===== config.mk =====
export PLATFORM = sky130hd
export DESIGN_NAME = dac_trig_ctrl
export DESIGN_NICKNAME = d
export VERILOG_FILES = /design/src/rtl/dacc_pkg.sv /design/src/rtl/dacc_pin_sync.sv /design/src/rtl/dacc_trig_sel.sv /design/src/rtl/dacc_seq.sv /design/src/rtl/dac_trig_ctrl.sv
export SDC_FILE = /design/constraint.sdc
export NUM_CORES = 1
export LEC_CHECK = 0
export ABC_AREA = 0
export ABC_CLOCK_PERIOD_IN_PS = 2440
export BUFFER_PORTS_ARGS = -buffer_cell sky130_fd_sc_hd__buf_2
export CAP_MARGIN = 20
export CORE_MARGIN = 5
export CORE_UTILIZATION = 45
export CTS_CLUSTER_SIZE = 25
export DETAILED_ROUTE_END_ITERATION = 10
export GPL_TIMING_DRIVEN = 0
export PLACE_DENSITY = 0.7
export SLEW_MARGIN = 25
export SYNTH_ARGS = -nofsm -noshare
export SYNTH_HDL_FRONTEND = slang
export SYNTH_HIERARCHICAL = 1
export SYNTH_SLANG_ARGS = --single-unit

===== constraint.sdc =====
create_clock -name clk -period 2.44 [get_ports clk]
set_clock_uncertainty 0.05 [all_clocks]
set_input_delay 0.488 -clock clk [delete_from_list [all_inputs] [get_ports clk]]
set_output_delay 0.488 -clock clk [all_outputs]
set_load 0.03 [all_outputs]

===== src/rtl/dacc_pkg.sv =====
package dacc_pkg;
    typedef enum logic [0:0] {ST_IDLE, ST_SETTLE} seq_state_t;

    typedef enum logic [2:0] {
        SRC_SOFT = 3'd0, SRC_PIN = 3'd1,
        SRC_TMR0 = 3'd2, SRC_TMR1 = 3'd3, SRC_TMR2 = 3'd4, SRC_TMR3 = 3'd5,
        SRC_PWM0 = 3'd6, SRC_PWM1 = 3'd7
    } trig_src_t;

    typedef enum logic [1:0] {SNS_LOW, SNS_HIGH, SNS_FALL, SNS_RISE} pin_sense_t;

    localparam logic [2:0] A_CTRL   = 3'd0;
    localparam logic [2:0] A_STRB   = 3'd1;
    localparam logic [2:0] A_DATA   = 3'd2;
    localparam logic [2:0] A_STAT   = 3'd3;
    localparam logic [2:0] A_SETTLE = 3'd4;

    localparam int CB_IE_DONE = 0;
    localparam int CB_IE_UDR  = 1;
    localparam int CB_DMA_EN  = 2;
    localparam int CB_LEFT    = 3;
    localparam int CB_BYPASS  = 4;
    localparam int CB_TRIG_EN = 5;
    localparam int CB_SRC_LSB = 6;
    localparam int CB_SNS_LSB = 9;
    localparam int CTRL_W     = 11;
    localparam int SB_BUSY    = 8;
endpackage


===== src/rtl/dacc_pin_sync.sv =====
module dacc_pin_sync #(
    parameter int SYNC_STAGES = 2
) (
    input  logic clk,
    input  logic rst_n,
    input  logic pin,
    output logic lvl,
    output logic rise,
    output logic fall
);
    logic [SYNC_STAGES-1:0] chain_q;
    logic                   prev_q;

    generate
        if (SYNC_STAGES == 1) begin : g_one
            always_ff @(posedge clk or negedge rst_n) begin
                if (!rst_n) chain_q <= '0;
                else        chain_q <= pin;
            end
        end else begin : g_many
            always_ff @(posedge clk or negedge rst_n) begin
                if (!rst_n) chain_q <= '0;
                else        chain_q <= {chain_q[SYNC_STAGES-2:0], pin};
            end
        end
    endgenerate

    always_ff @(posedge clk or negedge rst_n) begin
        if (!rst_n) prev_q <= 1'b0;
        else        prev_q <= chain_q[SYNC_STAGES-1];
    end

    assign lvl  = chain_q[SYNC_STAGES-1];
    assign rise = lvl & ~prev_q;
    assign fall = ~lvl & prev_q;
endmodule


===== src/rtl/dacc_trig_sel.sv =====
module dacc_trig_sel
    import dacc_pkg::*;
#(
    parameter int N_TMR = 4,
    parameter int N_PWM = 2
) (
    input  trig_src_t        src,
    input  pin_sense_t       sense,
    input  logic             lvl,
    input  logic             rise,
    input  logic             fall,
    input  logic [N_TMR-1:0] tmr_evt,
    input  logic [N_PWM-1:0] pwm_evt,
    output logic             hw_evt
);
    localparam int TMR_BASE = 2;
    localparam int PWM_BASE = TMR_BASE + N_TMR;

    always_comb begin
        hw_evt = 1'b0;
        if (src == SRC_PIN) begin
            unique case (sense)
                SNS_LOW:  hw_evt = ~lvl;
                SNS_HIGH: hw_evt = lvl;
                SNS_FALL: hw_evt = fall;
                SNS_RISE: hw_evt = rise;
                default:  hw_evt = 1'b0;
            endcase
        end
        for (int i = 0; i < N_TMR; i++)
            if (int'(src) == TMR_BASE + i) hw_evt = tmr_evt[i];
        for (int i = 0; i < N_PWM; i++)
            if (int'(src) == PWM_BASE + i) hw_evt = pwm_evt[i];
    end
endmodule


===== src/rtl/dacc_seq.sv =====
module dacc_seq
    import dacc_pkg::*;
#(
    parameter int DLY_W  = 8,
    parameter int CODE_W = 12
) (
    input  logic              clk,
    input  logic              rst_n,
    input  logic              start,
    input  logic [DLY_W-1:0]  delay,
    input  logic [CODE_W-1:0] code_in,
    output logic              busy,
    output logic              finish,
    output logic              load,
    output logic [CODE_W-1:0] code_out
);
    seq_state_t       state_q, state_d;
    logic [DLY_W-1:0] cnt_q;

    always_ff @(posedge clk or negedge rst_n) begin
        if (!rst_n) state_q <= ST_IDLE;
        else        state_q <= state_d;
    end

    always_comb begin
        state_d = state_q;
        unique case (state_q)
            ST_IDLE:   if (start)        state_d = ST_SETTLE;
            ST_SETTLE: if (cnt_q == '0)  state_d = ST_IDLE;
            default:                     state_d = ST_IDLE;
        endcase
    end

    always_ff @(posedge clk or negedge rst_n) begin
        if (!rst_n) begin
            cnt_q    <= '0;
            code_out <= '0;
            load     <= 1'b0;
        end else begin
            load <= 1'b0;
            if (state_q == ST_IDLE && start) begin
                cnt_q    <= delay;
                code_out <= code_in;
                load     <= 1'b1;
            end else if (state_q == ST_SETTLE && cnt_q != '0) begin
                cnt_q <= cnt_q - 1'b1;
            end
        end
    end

    assign busy   = (state_q == ST_SETTLE);
    assign finish = (state_q == ST_SETTLE) && (cnt_q == '0);
endmodule


===== src/rtl/dac_trig_ctrl.sv =====
module dac_trig_ctrl
    import dacc_pkg::*;
#(
    parameter int BUS_W       = 32,
    parameter int CODE_W      = 12,
    parameter int DLY_W       = 8,
    parameter int N_TMR       = 4,
    parameter int N_PWM       = 2,
    parameter int SYNC_STAGES = 2
) (
    input  logic              clk,
    input  logic              rst_n,
    input  logic              bus_wr,
    input  logic [2:0]        bus_addr,
    input  logic [BUS_W-1:0]  bus_wdata,
    output logic [BUS_W-1:0]  bus_rdata,
    input  logic              ext_pin,
    input  logic [N_TMR-1:0]  tmr_evt,
    input  logic [N_PWM-1:0]  pwm_evt,
    output logic [CODE_W-1:0] dac_code,
    output logic              dac_load,
    output logic              buf_bypass,
    output logic              conv_busy,
    output logic              irq,
    output logic              dma_req
);
    localparam int LEFT_LSB = 16 - CODE_W;

    logic [CTRL_W-1:0] ctrl_q;
    logic [BUS_W-1:0]  dat_q, dat_view;
    logic [DLY_W-1:0]  settle_q;
    logic              done_q, udr_q, dma_q;
    logic              wr_ctrl, wr_strb, wr_dat, wr_stat, wr_settle;
    logic              lvl, rise, fall, hw_evt, sw_evt, trig_fire;
    logic              start, hw_start, finish, trig_en, dma_en;
    logic [CODE_W-1:0] code_sel;
    trig_src_t         src;
    pin_sense_t        sense;

    assign wr_ctrl   = bus_wr && bus_addr == A_CTRL;
    assign wr_strb   = bus_wr && bus_addr == A_STRB;
    assign wr_dat    = bus_wr && bus_addr == A_DATA;
    assign wr_stat   = bus_wr && bus_addr == A_STAT;
    assign wr_settle = bus_wr && bus_addr == A_SETTLE;

    assign trig_en = ctrl_q[CB_TRIG_EN];
    assign dma_en  = ctrl_q[CB_DMA_EN];
    assign src     = trig_src_t'(ctrl_q[CB_SRC_LSB +: 3]);
    assign sense   = pin_sense_t'(ctrl_q[CB_SNS_LSB +: 2]);

    dacc_pin_sync #(.SYNC_STAGES(SYNC_STAGES)) u_sync (
        .clk(clk), .rst_n(rst_n), .pin(ext_pin),
        .lvl(lvl), .rise(rise), .fall(fall)
    );

    dacc_trig_sel #(.N_TMR(N_TMR), .N_PWM(N_PWM)) u_sel (
        .src(src), .sense(sense), .lvl(lvl), .rise(rise), .fall(fall),
        .tmr_evt(tmr_evt), .pwm_evt(pwm_evt), .hw_evt(hw_evt)
    );

    assign sw_evt    = wr_strb && bus_wdata[0];
    assign trig_fire = trig_en ? ((src == SRC_SOFT) ? sw_evt : hw_evt) : wr_dat;
    assign start     = trig_fire && !conv_busy;
    assign hw_start  = start && trig_en && (src != SRC_SOFT);

    assign dat_view = wr_dat ? bus_wdata : dat_q;
    assign code_sel = ctrl_q[CB_LEFT] ? dat_view[LEFT_LSB +: CODE_W]
                                      : dat_view[CODE_W-1:0];

    dacc_seq #(.DLY_W(DLY_W), .CODE_W(CODE_W)) u_seq (
        .clk(clk), .rst_n(rst_n), .start(start), .delay(settle_q),
        .code_in(code_sel), .busy(conv_busy), .finish(finish),
        .load(dac_load), .code_out(dac_code)
    );

    always_ff @(posedge clk or negedge rst_n) begin
        if (!rst_n) begin
            ctrl_q   <= '0;
            dat_q    <= '0;
            settle_q <= '0;
        end else begin
            if (wr_ctrl)   ctrl_q   <= bus_wdata[CTRL_W-1:0];
            if (wr_dat)    dat_q    <= bus_wdata;
            if (wr_settle) settle_q <= bus_wdata[DLY_W-1:0];
        end
    end

    always_ff @(posedge clk or negedge rst_n) begin
        if (!rst_n) begin
            done_q <= 1'b0;
            udr_q  <= 1'b0;
            dma_q  <= 1'b0;
        end else begin
            if (finish)                     done_q <= 1'b1;
            else if (wr_stat && bus_wdata[0]) done_q <= 1'b0;

            if (hw_start && dma_en && dma_q && !wr_dat) udr_q <= 1'b1;
            else if (wr_stat && bus_wdata[1])           udr_q <= 1'b0;

            if (hw_start && dma_en) dma_q <= 1'b1;
            else if (wr_dat)        dma_q <= 1'b0;
        end
    end

    always_comb begin
        bus_rdata = '0;
        unique case (bus_addr)
            A_CTRL:   bus_rdata[CTRL_W-1:0] = ctrl_q;
            A_DATA:   bus_rdata = dat_q;
            A_STAT: begin
                bus_rdata[0]       = done_q;
                bus_rdata[1]       = udr_q;
                bus_rdata[SB_BUSY] = conv_busy;
            end
            A_SETTLE: bus_rdata[DLY_W-1:0] = settle_q;
            default:  bus_rdata = '0;
        endcase
    end

    assign irq        = (done_q && ctrl_q[CB_IE_DONE]) || (udr_q && ctrl_q[CB_IE_UDR]);
    assign dma_req    = dma_q;
    assign buf_bypass = ctrl_q[CB_BYPASS];
endmodule


==> results of run 1 <==
Yosys cell counts, types with 2 or more instances:
master	count
buf_6	6
ha_1	2
mux2i_1	39
mux2_2	36
nor3_1	4
and4bb_1	2
o21ai_0	7
a21o_1	2
and2_1	22
nand2b_1	7
nor2b_1	4
o21ai_1	2
dfrtp_1	79
nand2_1	55
nor2_1	8
clkbuf_1	6
inv_1	20
buf_4	4
nand3b_1	3
a21oi_1	9
buf_2	4
nand3_1	2
nand4_1	3
a22o_1	3
or2_2	6
layout make-up:
type | count | area share [%]
inverters | 20 | 1.517
repair buffers | 99 | 10.62
clock buffers | 11 | 2.857
flip-flops and latches | 79 | 40.00
well taps | 108 | 2.731
multi-input cells | 245 | 37.24
clock inverters | 4 | 1.416
plain buffers | 21 | 3.616
what timing repair did:
action                                  4_1_cts  5_1_grt
hold buffers                                  0        0
buffers inserted                              2        3
endpoints found under the setup margin       16       27
pin swaps                                     0        3
gates resized for setup                       2       19
state kept, by name, summed over array words and instances, names as in the netlist:
| signal | cells |
|---|---|
| ctrl_q | 11 |
| u_sync/chain_q | 2 |
| settle_q | 8 |
| u_seq/cnt_q | 8 |
| u_seq/busy | 1 |
| dma_req | 1 |
| done_q | 1 |
| dat_q | 32 |
| u_sync/prev_q | 1 |
| udr_q | 1 |
| u_seq/load | 1 |
| u_seq/code_out | 12 |
cells by family (layout without fill, tap and decap cells):
logic type | count (synthesis) | after routing
AO/OA/AOI/OAI | 40 | 40
adder cells (fa/ha/maj) | 2 | 2
buffers and inverters | 41 | 155
multiplexers | 76 | 76
AND/OR/NAND/NOR | 126 | 126
flip-flops | 79 | 79
XOR/XNOR | 1 | 1
worst max path at each step:
stage	endpoint	slack, ps	cells past startpoint
floorplan	bus_rdata[6]	250	5
global placement	u_seq/code_out[4]	-210	11
detailed placement	u_seq/code_out[4]	-220	11
CTS	u_seq/code_out[4]	40	11
global route	u_seq/cnt_q[7]	-1	11
finish	u_seq/cnt_q[6]	120	12
power groups by stage:
| stage | sequential, mW | clock (mW) | combinational [mW] |
|---|---|---|---|
| 6_report | 1.96 | 1.05 | 1.57 |
| 5_1_grt | 2.01 | 1.14 | 1.72 |
| 4_1_cts | 1.96 | 1.08 | 1.56 |
| 3_5_place_dp | 1.98 | 0 | 1.54 |
| 3_3_place_gp | 1.96 | 0 | 1.50 |
| 2_1_floorplan | 2.12 | 0 | 0.933 |
layer usage:
metal | wire length [um] | global-route usage, %
met1 | 4183 | 24.44
met4 | 42 | 4.658
met5 | 0 | 0
met2 | 4742 | 29.54
met3 | 638 | 5.302
==> flow_summary.toml, run 1 <==
[outcome]
status = "finished, final reports clean"

[timing]
finalHoldViolations = 0
finalSetupTns_ps = 0
setup_slack_ps = 123.8
layout_min_cycle_time_ps = 2316
grt_setup_unrepaired = "yes"
max_freq_mhz = 431.7
tightestPinTransition_ps = 567.6
relSlewSlack_pct = 62.16
slew_viol_final = 0
fin_crit_sh_pct = 94.92
setup_viol = 0
hold_slack_ps = 64.15

[floorplan]
die_w_um = 104.8
dieHeight_um = 104.8
pin_count = 94
die_area_um2 = 10980
rows = 34
initial_core_util_pct = 46.37
core_um2 = 8721

[setup_path]
crit_type = "flip-flop to flip-flop"
critPathMaxFanout = 10
crit_path_start_kind = "flip-flop"
worstPathRequired_ps = 2620
reg2reg_to = "u_seq/cnt_q[6]"
path_cells = "and2b_2 > nand2b_1 > a31oi_1 > a32oi_2 > a32oi_1 > o31ai_2 > nand2b_1 > buf_4 > buf_6 > nand2_1 > o22ai_1 > a2bb2oi_1"
cp_top_family = "compound AO/OA/AOI/OAI gates"
crit_arrival_ps = 2500
endpoint_kind = "flip-flop"
cp_common_cell = "nand2b_1"
r2r_start = "u_sync/chain_q[1]"
slowest_delay_ps = 380
r2r_cells = 12
rrSetupSlack_ps = 120
path_buf_inv = 2
cp_slowest_cell = "dfrtp_1"
critPathLaunch = "u_sync/chain_q[1]"

[routing]
dr.pass1.iters = 4
postRouteAntennaNets = 0
wirelength_mm = 9.606
drt_iter0_drc = 93
vias = 3039
drt-wirelength-per-cell_um = 16.36
drcViolationCount = 0
viasPerCell = 5.177

[job]
max_cap_viol_count = 0

[synth]
yosys.area.top_type_share_pct = 48.89
synth_compound_area_share_pct = 6.900
synth_ff_type = "dfrtp_1"
netlist_area_um2 = 4044
synthSimpleGateAreaFrac_pct = 17.33
synth.area.top_cells = "dfrtp_1 (49%), mux2_2 (10%), mux2i_1 (9.7%)"
yosys_warnings = 6
synth-edff-count = 0
yosys.area_share.adder_pct = 0.6188
synth_top_family_by_area = "multiplexers"
synth-seq-cells = 79
synthMuxAreaShare_pct = 20.24
seq_area_frac_synth_pct = 48.89
syn_avg_cell_area_um2 = 11.08
yosysTopAreaCell = "dfrtp_1"
async_flop_share_pct = 100.0
ys_types = 55
synthXorXnorAreaFrac_pct = 0.2166
synthCells = 365
synth_nets = 412

[power_and_ir_drop]
combPwrFrac_pct = 34.4
power.share.switching_pct = 35.88
seqPwrFrac_pct = 42.8
vdd_ir_drop_max_mv = 0.5095
leakage_nw = 2.485
power.density_nw_per_um2 = 924.0
clockPowerShare_pct = 22.9
power.internal_mw = 2.932
netSwitchingPower_mw = 1.641
totalPowerFinal_mw = 4.572

[cells_and_area]
final_core_util_pct = 56.74
finalInstanceArea_um2 = 4949
fillers = 772
seqCellArea_um2 = 1979
final_common_cell = "buf_2"
multi_input_area_um2 = 1843
layout.nets = 522
fin_cells = 587
layout-drive-gt1-share_pct = 39.67
layout_common_cells = "buf_2 (94), dfrtp_1 (77), nand2_1 (55)"
syn_to_final_growth_pct = 22.37
antennaDiodeCount = 0

[global_route]
grt_pass1_vias = 3231
grt-ovfl-total = 0
grt_max_degree = 41
grt_pass1_wl_mm = 16.36
antenna_found_initial = 0
global_route.usage.total_pct = 18.34

[placed_design]
dpl-instance-area_um2 = 4667
dp_slack_ps = -223.5
gp_congestion = 0.7928
placed_cells = 567
dp_hpwl_mm = 7.162
port_buffers = 93

[clocking]
insertion_delay_ps = 340
h-tree-depth = 3
cts_root_buf = "clkbuf_8"
clockBufferDepth = 2
clock_sinks = 79
cts_tree = "built"
clk_pin_slew_ps = 80
cts_buffers = 9

[min_path]
min_path_type = "input pin to async pin"
No activity file was read; power rests on OpenSTA's default activity.
==> run 2: changes to the inputs <==
--- a/config.mk
+++ b/config.mk
@@ -9,13 +9,15 @@
 export ABC_CLOCK_PERIOD_IN_PS = 2440
 export BUFFER_PORTS_ARGS = -buffer_cell sky130_fd_sc_hd__buf_2
 export CAP_MARGIN = 20
+export CELL_PAD_IN_SITES_DETAIL_PLACEMENT = 1
+export CELL_PAD_IN_SITES_GLOBAL_PLACEMENT = 2
 export CORE_MARGIN = 5
-export CORE_UTILIZATION = 45
+export CORE_UTILIZATION = 34
 export CTS_CLUSTER_SIZE = 25
 export DETAILED_ROUTE_END_ITERATION = 10
 export GPL_TIMING_DRIVEN = 0
-export PLACE_DENSITY = 0.7
-export SLEW_MARGIN = 25
+export PLACE_DENSITY = 0.8
+export SLEW_MARGIN = 20
 export SYNTH_ARGS = -nofsm -noshare
 export SYNTH_HDL_FRONTEND = slang
 export SYNTH_HIERARCHICAL = 1
==> flow_summary.toml, run 2 (synthesized netlist as in run 1, its figures left out) <==
[cells_and_area]
layout-drive-gt1-share_pct = 41.04
final_core_util_pct = 44.98
layout_common_cells = "buf_2 (94), dfrtp_1 (78), nand2_1 (52)"
syn_to_final_growth_pct = 28.09
final_common_cell = "buf_2"
antennaDiodeCount = 0
largest_reg_flops = 32
layout.nets = 523
max_flop_register = "dat_q"
top_regs = "dat_q: 32 flops, u_seq/code_out: 12 flops, ctrl_q: 11 flops"

[timing]
grt_setup_unrepaired = "yes"
relSlewSlack_pct = 61.94
setup_viol = 0
tightestPinTransition_ps = 570.8
max_freq_mhz = 413.4
finalHoldViolations = 0
fin_crit_sh_pct = 99.14
layout_min_cycle_time_ps = 2419
hold_slack_ps = 58.87
finalSetupTns_ps = 0
slew_viol_final = 0

[placed_design]
gp_congestion = 0.7658
dp_hpwl_mm = 8.726
port_buffers = 93

[setup_path]
crit_arrival_ps = 2580
crit_type = "flip-flop to flip-flop"
crit_path_start_kind = "flip-flop"
critPathMaxFanout = 8
slowest_delay_ps = 540
r2r_start = "ctrl_q[6]"
r2r_cells = 11
path_cells = "mux4_2 > inv_2 > a32oi_2 > a32oi_1 > o31ai_2 > nand2b_1 > inv_2 > buf_8 > a21o_1 > a21oi_2 > a21oi_1"
rrSetupSlack_ps = 20
cp_common_cell = "inv_2"
endpoint_kind = "flip-flop"
reg2reg_to = "u_seq/cnt_q[7]"
cp_slowest_cell = "mux4_2"
worstPathRequired_ps = 2610

[power_and_ir_drop]
totalPowerFinal_mw = 5.240
leakage_nw = 2.573
vdd_ir_drop_max_mv = 0.4402
power.density_nw_per_um2 = 1012

[floorplan]
dieHeight_um = 119.1
initial_core_util_pct = 35.12
die_area_um2 = 14180
rows = 39
core_um2 = 11520
die_w_um = 119.1
pin_count = 94

[global_route]
global_route.usage.total_pct = 17.32
grt_pass1_wl_mm = 19.49
antenna_found_initial = 0
grt_pass1_vias = 3556
grt_max_degree = 46
grt-ovfl-total = 0

[routing]
dr.pass1.iters = 4
wirelength_mm = 11.83
drcViolationCount = 0
viasPerCell = 5.011
drt-wirelength-per-cell_um = 18.99
drt_iter0_drc = 142
postRouteAntennaNets = 0
vias = 3122

[clocking]
clock_sinks = 79
clk_pin_slew_ps = 60
cts_hold_buf = 0
clockBufferDepth = 2
h-tree-depth = 3
cts_root_buf = "clkbuf_16"
cts_tree = "built"
insertion_delay_ps = 330
cts_buffers = 9

[outcome]
status = "finished, final reports clean"

[job]
max_cap_viol_count = 0

[min_path]
min_path_type = "input pin to async pin"
## run 2: how the worst max path moves through the flow
stage	to	depth (start not counted)	from	slack (ps)
2_1_floorplan	bus_rdata[6]	5	bus_addr[2]	250
3_3_place_gp	u_seq/code_out[3]	11	bus_addr[1]	-320
3_5_place_dp	u_seq/code_out[8]	11	bus_addr[1]	-270
4_1_cts	u_seq/cnt_q[6]	10	ctrl_q[6]	-30
5_1_grt	u_seq/cnt_q[4]	11	ctrl_q[6]	-80
6_report	u_seq/cnt_q[7]	11	ctrl_q[6]	20
## run 2: critical path: cells and delay by family, from the launching register on
| family | cells | cell delay, ps |
|---|---|---|
| flops | 1 | 440 |
| mux | 1 | 540 |
| compound gates | 6 | 730 |
| buf+inv | 3 | 310 |
| simple gates | 1 | 220 |
## run 2: per-stage QoR
step | instance area, um^2 | setup slack (ps) | std cells
detailed placement | 4718 | -273.2 | 602
finish | 5180 | 20.98 | 623
global route | 5180 | -77.04 | 623
global placement | 4688 | -316.8 | 601
CTS | 5134 | -30.01 | 622
floorplan | 4044 | 247.3 | 365
## run 2: power breakdown
| group | switching [mW] | leakage [nW] | internal (mW) |
|---|---|---|---|
| registers | 0.301 | 0.963 | 1.68 |
| clock network | 0.539 | 0.175 | 1.10 |
| logic | 0.959 | 1.43 | 0.662 |
## run 2: per-layer routing
metal	global-route usage [%]	share of wire, %	up-vias
met5	0	0	-
met4	4.924	1.6	0
met3	2.986	3.1	13
met2	29.39	50	52
met1	22.77	46	1594
li1	-	-	1463
## run 2: repair_timing
item | in CTS | in global routing
endpoints found under the setup margin | 21 | 38
pin swaps | 2 | 3
buffers inserted | 5 | 1
gates resized for setup | 8 | 18
## run 2: cell type report
type / count / area, um^2
inverter: 20 / 75.07
sequential: 79 / 1978
tap: 143 / 178.9
multi-input combinational: 245 / 1864
timing repair buffer: 100 / 540.5
clock buffer: 9 / 225.2
fill: 1295 / 6336
buffer: 21 / 183.9
clock inverter: 6 / 133.9
==> run 3: changes to the inputs <==
--- a/config.mk
+++ b/config.mk
@@ -17,7 +17,6 @@
 export DETAILED_ROUTE_END_ITERATION = 10
 export GPL_TIMING_DRIVEN = 0
 export PLACE_DENSITY = 0.8
-export SLEW_MARGIN = 20
 export SYNTH_ARGS = -nofsm -noshare
 export SYNTH_HDL_FRONTEND = slang
 export SYNTH_HIERARCHICAL = 1
==> constraint.sdc (replaced) <==
create_clock -name clk -period 2.44 [get_ports clk]
set_clock_uncertainty 0.05 [all_clocks]
set_input_delay 0.122 -clock clk [delete_from_list [all_inputs] [get_ports clk]]
set_output_delay 0.122 -clock clk [all_outputs]
set_load 0.03 [all_outputs]
==> flow_summary.toml, run 3 (synthesized netlist as in run 1, its figures left out) <==
[outcome]
status = "finished, final reports clean"

[setup_path]
rrSetupSlack_ps = 20
path_cells = "mux4_2 > inv_2 > a32oi_2 > a32oi_1 > o31ai_2 > nand2b_1 > inv_2 > buf_8 > a21o_1 > a21oi_2 > a21oi_1"
slowest_delay_ps = 540
cp_slowest_cell = "mux4_2"
r2r_start = "ctrl_q[6]"
r2r_cells = 11
critPathMaxFanout = 8
crit_path_start_kind = "flip-flop"
cp_common_cell = "inv_2"
crit_arrival_ps = 2580
endpoint_kind = "flip-flop"
reg2reg_to = "u_seq/cnt_q[7]"
worstPathRequired_ps = 2610
crit_type = "flip-flop to flip-flop"

[min_path]
min_path_cells = 3
min_from = "bus_wdata[15]"
hold-path-endpoint = "dat_q[15]"
min_path_type = "input pin to flip-flop"

[job]
max_cap_viol_count = 0

[timing]
finalSetupTns_ps = 0
layout_min_cycle_time_ps = 2417
max_freq_mhz = 413.8
setup_viol = 0
finalHoldViolations = 0
relSlewSlack_pct = 61.86
setup_slack_ps = 23.36
grt_setup_unrepaired = "yes"
tightestPinTransition_ps = 572.1
fin_crit_sh_pct = 99.04
slew_viol_final = 0

[clocking]
cts_buffers = 9
clock_sinks = 79
clk_pin_slew_ps = 60
insertion_delay_ps = 330
cts_tree = "built"
cts_root_buf = "clkbuf_16"
h-tree-depth = 3
clockBufferDepth = 2

[cells_and_area]
final_common_cell = "buf_2"
final_core_util_pct = 46.91
layout-drive-gt1-share_pct = 38.77
layout_common_cells = "buf_2 (94), dfrtp_1 (78), nand2_1 (52)"
antennaDiodeCount = 0
fillers = 1278
fin_cells = 646
layout.nets = 546
top_regs = "dat_q: 32 flops, u_seq/code_out: 12 flops, ctrl_q: 11 flops"
max_flop_register = "dat_q"
largest_reg_flops = 32
syn_to_final_growth_pct = 33.60

[routing]
postRouteAntennaNets = 0
drt_iter0_drc = 147
drt-wirelength-per-cell_um = 19.00
vias = 3217
dr.pass1.iters = 4
viasPerCell = 4.980
drcViolationCount = 0
wirelength_mm = 12.27

[global_route]
grt_pass1_wl_mm = 20.11
grt_pass1_vias = 3731
grt_max_degree = 46
grt-ovfl-total = 0
antenna_found_initial = 0
global_route.usage.total_pct = 17.84

[placed_design]
port_buffers = 93
gp_congestion = 0.7658
dp_slack_ps = -270.5
placed_cells = 602
dp_hpwl_mm = 8.726

[floorplan]
rows = 39
die_w_um = 119.1
core_um2 = 11520
dieHeight_um = 119.1
die_area_um2 = 14180
initial_core_util_pct = 35.12
pin_count = 94

[power_and_ir_drop]
power.density_nw_per_um2 = 976.0
vdd_ir_drop_max_mv = 0.4408
totalPowerFinal_mw = 5.273
leakage_nw = 2.659
run 3: cell types whose count changed in the layout (fill, tap and decap cells not counted), sizes merged:
cell         change
dlygate4sd3     +23
run 3: worst max path at each step:
stage                          end      start  slack [ps]
floorplan           u_seq/cnt_q[7]  ctrl_q[6]         280
global placement    u_seq/cnt_q[7]  ctrl_q[6]        -150
detailed placement  u_seq/cnt_q[6]  ctrl_q[6]        -270
CTS                 u_seq/cnt_q[6]  ctrl_q[6]         -30
global route        u_seq/cnt_q[4]  ctrl_q[6]         -90
finish              u_seq/cnt_q[7]  ctrl_q[6]          20
run 3: layout make-up:
| type | count | area (um^2) | area share, % |
|---|---|---|---|
| Inverter | 20 | 75.07 | 1.390 |
| Buffer | 21 | 181.4 | 3.358 |
| Timing Repair Buffer | 123 | 770.7 | 14.27 |
| Sequential cell | 79 | 1978 | 36.61 |
| Tap cell | 143 | 178.9 | 3.312 |
| Clock buffer | 9 | 225.2 | 4.169 |
| Multi-Input combinational cell | 245 | 1859 | 34.41 |
| Clock inverter | 6 | 133.9 | 2.478 |
run 3: where the power goes:
part | switching (mW) | internal, mW | total [mW]
combinational | 0.967 | 0.685 | 1.65
clock | 0.541 | 1.10 | 1.64
sequential | 0.301 | 1.68 | 1.98
run 3: timing repair:
item	in CTS	in global routing
buffers inserted	5	1
resized for setup	8	13
endpoints found under the hold margin	56	0
pin swaps	2	3
setup endpoints to repair	21	20
hold buffers	23	0
run 3: worst max-delay path, delay by kind of cell (launching register included):
kind / cells / cell delay (ps)
flops: 1 / 440
buf+inv: 3 / 310
mux: 1 / 540
simple gates: 1 / 220
compound gates: 6 / 730
run 3: metal layers:
metal | GRT usage, % | share of wire, %
met1 | 22.98 | 44
met2 | 30.66 | 51
met3 | 3.033 | 3.1
met4 | 5.503 | 2.0
met5 | 0 | 0
run 3: per-stage QoR:
stage / cell area [um^2] / hold slack (ps)
2_1_floorplan: 4044 / -223.6
5_1_grt: 5403 / 16.44
3_3_place_gp: 4688 / 182.8
4_1_cts: 5364 / 2.441
3_5_place_dp: 4718 / 67.87
6_report: 5403 / 4.329
